--- src/rtl/serial_reg_master.sv ---
module serial_reg_master #(
  parameter int ADDR_W = 8,
  parameter int DATA_W = 32,
  parameter int DIV_W  = 8,
  parameter logic [ADDR_W-1:0] BOOT_ADDR = '1
) (
  input  logic              clk,
  input  logic              rst_n,
  input  logic [DIV_W-1:0]  half_div,
  input  logic              start,
  input  logic              wr,
  input  logic [ADDR_W-1:0] addr,
  input  logic [DATA_W-1:0] wdata,
  output logic [DATA_W-1:0] rdata,
  output logic              done,
  output logic              busy,
  output logic              sck,
  output logic              mosi,
  output logic              strobe_n,
  input  logic              miso
);
  localparam int SH_W  = DATA_W + ADDR_W;
  localparam int CNT_W = $clog2(SH_W + 1);

  typedef enum logic [2:0] {S_IDLE, S_DATA, S_ADDR, S_CMD, S_IN, S_DONE} st_t;

  st_t               st;
  logic [DIV_W-1:0]  cnt, lim_q;
  logic              hi, wr_q, boot_q;
  logic [CNT_W-1:0]  left;
  logic [SH_W-1:0]   shreg;
  logic [DATA_W-1:0] rx;

  wire [DIV_W-1:0] lim_d    = (half_div == '0) ? DIV_W'(1) : half_div;
  wire             half_end = (cnt == lim_q - DIV_W'(1));
  wire             bit_end  = hi && half_end;
  wire             last     = (left == CNT_W'(1));
  wire             shifting = (st == S_DATA) || (st == S_ADDR);

  always_ff @(posedge clk or negedge rst_n) begin
    if (!rst_n) begin
      st     <= S_IDLE;
      cnt    <= '0;
      hi     <= 1'b0;
      lim_q  <= DIV_W'(1);
      wr_q   <= 1'b0;
      boot_q <= 1'b1;
      left   <= '0;
      shreg  <= '0;
      rx     <= '0;
      rdata  <= '0;
    end else begin
      case (st)
        S_IDLE: begin
          cnt <= '0;
          hi  <= 1'b0;
          if (boot_q || start) begin
            lim_q  <= lim_d;
            boot_q <= 1'b0;
            if (!boot_q && wr) begin
              wr_q  <= 1'b1;
              st    <= S_DATA;
              left  <= CNT_W'(DATA_W);
              shreg <= {wdata, addr};
            end else begin
              wr_q  <= 1'b0;
              st    <= S_ADDR;
              left  <= CNT_W'(ADDR_W);
              shreg <= {(boot_q ? BOOT_ADDR : addr), {DATA_W{1'b0}}};
            end
          end
        end
        S_DONE: st <= S_IDLE;
        default: begin
          if (!half_end) cnt <= cnt + DIV_W'(1);
          else begin
            cnt <= '0;
            hi  <= !hi;
          end
          if (bit_end) begin
            left <= left - CNT_W'(1);
            if (shifting) shreg <= {shreg[SH_W-2:0], 1'b0};
            if (st == S_IN) rx <= {rx[DATA_W-2:0], miso};
            if (last) begin
              case (st)
                S_DATA: begin
                  st   <= S_ADDR;
                  left <= CNT_W'(ADDR_W);
                end
                S_ADDR: begin
                  st   <= S_CMD;
                  left <= CNT_W'(1);
                end
                S_CMD: begin
                  if (wr_q) st <= S_DONE;
                  else begin
                    st   <= S_IN;
                    left <= CNT_W'(DATA_W);
                  end
                end
                S_IN: begin
                  st    <= S_DONE;
                  rdata <= {rx[DATA_W-2:0], miso};
                end
                default: st <= S_IDLE;
              endcase
            end
          end
        end
      endcase
    end
  end

  assign sck      = hi;
  assign strobe_n = (st != S_CMD);
  assign mosi     = shifting ? shreg[SH_W-1] : ((st == S_CMD) && wr_q);
  assign done     = (st == S_DONE);
  assign busy     = (st != S_IDLE) || boot_q;
endmodule

--- config.mk ---
export PLATFORM = sky130hd
export DESIGN_NAME = serial_reg_master
export DESIGN_NICKNAME = d
export VERILOG_FILES = /design/src/rtl/serial_reg_master.sv
export SDC_FILE = /design/constraint.sdc
export NUM_CORES = 1
export LEC_CHECK = 0
export BUFFER_PORTS_ARGS = -buffer_cell sky130_fd_sc_hd__clkbuf_2
export CORE_MARGIN = 3
export CORE_UTILIZATION = 51
export DETAILED_ROUTE_END_ITERATION = 10
export PLACE_DENSITY = 0.75
export SYNTH_ARGS = -nofsm -noshare
export SYNTH_HDL_FRONTEND = slang
export SYNTH_SLANG_ARGS = --single-unit
--- constraint.sdc ---
create_clock -name clk -period 2.74 [get_ports clk]
set_input_delay 0.548 -clock clk [delete_from_list [all_inputs] [get_ports clk]]
set_output_delay 0.548 -clock clk [all_outputs]
set_load 0.03 [all_outputs]
==> impl_metrics.csv <==
group,metric,value,unit
run_status,status,"finished, final reports clean",
job,max-cap-violations,0,
placement,post-dp-hpwl,8620,µm
clock_tree,cts_tree,"done",
drt,via_count,4512,
pwr,ir_drop,515,µV
drt,drcViolationCount,0,
timing,period_share,94.2,%
pwr,leakage,3.71,nW
yosys,syn_nets,620,
yosys,yosysWarnings,0,
worst_setup_path,crit_path_start_kind,"register",
cells_and_area,drive_gt1_share,25.1,%
global_route,grt_overflow_total,0,
cells_and_area,antennaDiodeCount,0,
timing,holdWs,0.171,ns
yosys,synth_cells,563,
die,start_util,52.7,%
cells_and_area,nNetsFinal,708,
drt,vias_per_cell,5.60,
clock_tree,clkTransAtPathRegs,0.05,ns
pwr,pwr_density_cell,655,nW/µm²
timing,tightest_slew,0.645,ns
clock_tree,ctsLongestPathBuffers,2,
clock_tree,clkLatencyLatePin,0.41,ns
yosys,synth_compound_area_share,11.6,%
yosys,synth_xor_area_share,2.45,%
global_route,first_global_vias,4377,
cells_and_area,final_common_cell,"dfrtp_1",
clock_tree,cts_root_buf,"clkbuf_16",
worst_setup_path,cp.arrival,2.87,ns
timing,slew_headroom,57.0,%
die,fp.dieH,115,µm
cells_and_area,stdcell_count,805,
yosys,synthAdderAreaFrac,0.824,%
yosys,async_flop_share,100,%
yosys,yosysTopAreaCell,"dfrtp_1",
yosys,synth_area,6070,µm²
drt,antenna_left,0,
timing,fin_worst_skew,0.00879,ns
yosys,yosys.area_share.simple,13.6,%
drt,wl_per_cell,16.1,µm
yosys,synthMuxAreaShare,14.3,%
drt,drt_pre_antenna_iters,5,
clock_tree,clock-sinks,131,
clock_tree,h-tree-depth,4,
drt,drt_iter0_drc,348,
worst_setup_path,cp_max_fo,16,
die,die_area,13300,µm²
placement,port_buffers,89,
die,core,11500,µm²
yosys,synth-seq-cells,131,
die,ios,90,
timing,setup_viol,0,
timing,hold_violations,0,
yosys,synth-edff-count,0,
cells_and_area,area_growth,20.2,%
worst_setup_path,path_class,"register to register",
placement,gp_congestion,0.858,
worst_setup_path,critPathRequiredTime,3.03,ns
timing,setup_ws,0.158,ns
cells_and_area,mostFrequentLayoutCells,"128 x dfrtp_1, 88 x clkbuf_2, 63 x nand2_1",
cells_and_area,fill_cells,859,
drt,routed_wl,12900,µm
yosys,synth_cell_type_count,46,
yosys,yosys.area.top_type_share,53.1,%
global_route,grt_pass1_wl,21000,µm
die,core.rowCount,39,
timing,fmax,387,MHz
worst_setup_path,end_kind,"register",
global_route,grt_use_total,19.8,%
timing,timing.setup.tns,0,ns
yosys,synthTopCellsByArea,"dfrtp_1 53%, mux2_1 9.3%, o21ai_0 4.8%",
die,die_x,115,µm
yosys,yosysSeqAreaShare,54.0,%
global_route,antenna_found_initial,0,
timing,maxSlewViolCount,0,
pwr,total_power,4.78,mW
yosys,ys.flop_type,"dfrtp_1",
placement,dp_slack,0.0607,ns
timing,min_period,2.58,ns
worst_hold_path,holdCritPathClass,"input port to async pin",
global_route,grt_max_degree,80,
placement,numPlacedInstances,772,
clock_tree,cts_inserted_buffers,17,
yosys,syn_area_per_cell,10.8,µm²
yosys,synth_top_family_by_area,"multiplexers",
==> worst max-delay path, stage by stage (launching register included) <==
cell	delay, ns
dfstp_2	0.54
inv_1	0.06
ha_2	0.21
xor2_1	0.15
xnor2_1	0.19
o2111ai_2	0.19
nor3_4	0.21
nand3_4	0.11
nor2_4	0.22
clkbuf_16	0.24
mux2_1	0.33
==> area by class of cell <==
type	count	area, µm²	share of cell area, %
clock buffer	26	519	7.11
clock inverter	4	22.5	0.309
inverter	10	37.5	0.514
multi-input combinational	387	2630	36.0
sequential	131	3280	45.0
tap	143	179	2.45
timing repair buffer	104	633	8.67
==> final timing paths <==
kind	startpoint	endpoint	slack, ns	cells past startpoint
worst max-delay path	lim_q[0]	rdata[20]	0.16	10
worst min-delay path	rst_n	rx[8]	0.17	1
worst max register to register	lim_q[0]	rdata[20]	0.16	10
worst min register to register	shreg[3]	shreg[3]	0.48	2
max in group asynchronous	rst_n	boot_q	1.76	2
min in group clk	miso	rdata[0]	0.38	2
==> cells by family (layout without fill, tap and decap cells) <==
kind of cell | count (synthesis) | in the layout
AND/OR/NAND/NOR | 159 | 159
flip-flops | 131 | 131
AO/OA/AOI/OAI | 129 | 129
multiplexers | 78 | 78
buffers and inverters | 45 | 144
XOR/XNOR | 17 | 17
adder cells (fa/ha/maj) | 4 | 4
==> through the flow <==
step / cell area [µm²] / utilization, %
global route: 7300 / 63.4
finish: 7300 / 63.4
global placement: 6680 / 58.0
detailed placement: 6680 / 58.0
floorplan: 6070 / -
CTS: 7220 / 62.7
==> metal layers <==
layer  track usage (%)  wire [µm]  part of all wire (%)  up-vias
li1                  -          -                     -     2169
met1              26.7       5710                    44     2187
met2              30.7       6320                    49      142
met3              6.00        765                   5.9       14
met4              6.57        126                  0.97        0
met5                 0          0                     0        -
==> power breakdown <==
| part | total, mW | internal (mW) | switching (mW) | leakage, nW |
|---|---|---|---|---|
| Combinational | 0.570 | 0.242 | 0.328 | 1.66 |
| Clock | 2.05 | 1.28 | 0.763 | 0.268 |
| Sequential | 2.17 | 2.03 | 0.139 | 1.78 |
| Total | 4.78 | 3.55 | 1.23 | 3.71 |
==> what timing repair did <==
item / 4_1_cts / 5_1_grt
resized for setup: 0 / 6
setup endpoints to repair: 0 / 39
hold buffers: 0 / 0
setup buffers: 0 / 1
==> Yosys cell counts, types with 2 or more instances <==
library cell and instances:
ha_1 4, nand2_1 63, o31ai_1 2, a211oi_1 2, nor3_1 6, mux2_2 19
nand4_1 4, clkbuf_1 26, o22ai_1 11, xnor2_1 5, a21oi_1 45, dfstp_2 2
buf_6 3, nor2b_1 2, mux2_1 50, dfrtp_1 129, nor4_2 2, inv_1 10
nor4_1 2, nor3_4 2, buf_2 6, or3_1 3, and3_1 37, mux2i_1 9
a31oi_1 3, o21ai_0 58, nand3_1 6, and4_1 2, nor2_1 22, xor2_1 12
==> sequential cells by signal (all words and copies together), names as in the netlist <==
name,count
st,3
cnt,8
rdata,32
lim_q,8
wr_q,1
left,6
sck,1
shreg,40
boot_q,1
rx,31
No activity file was read; power rests on OpenSTA's default activity.
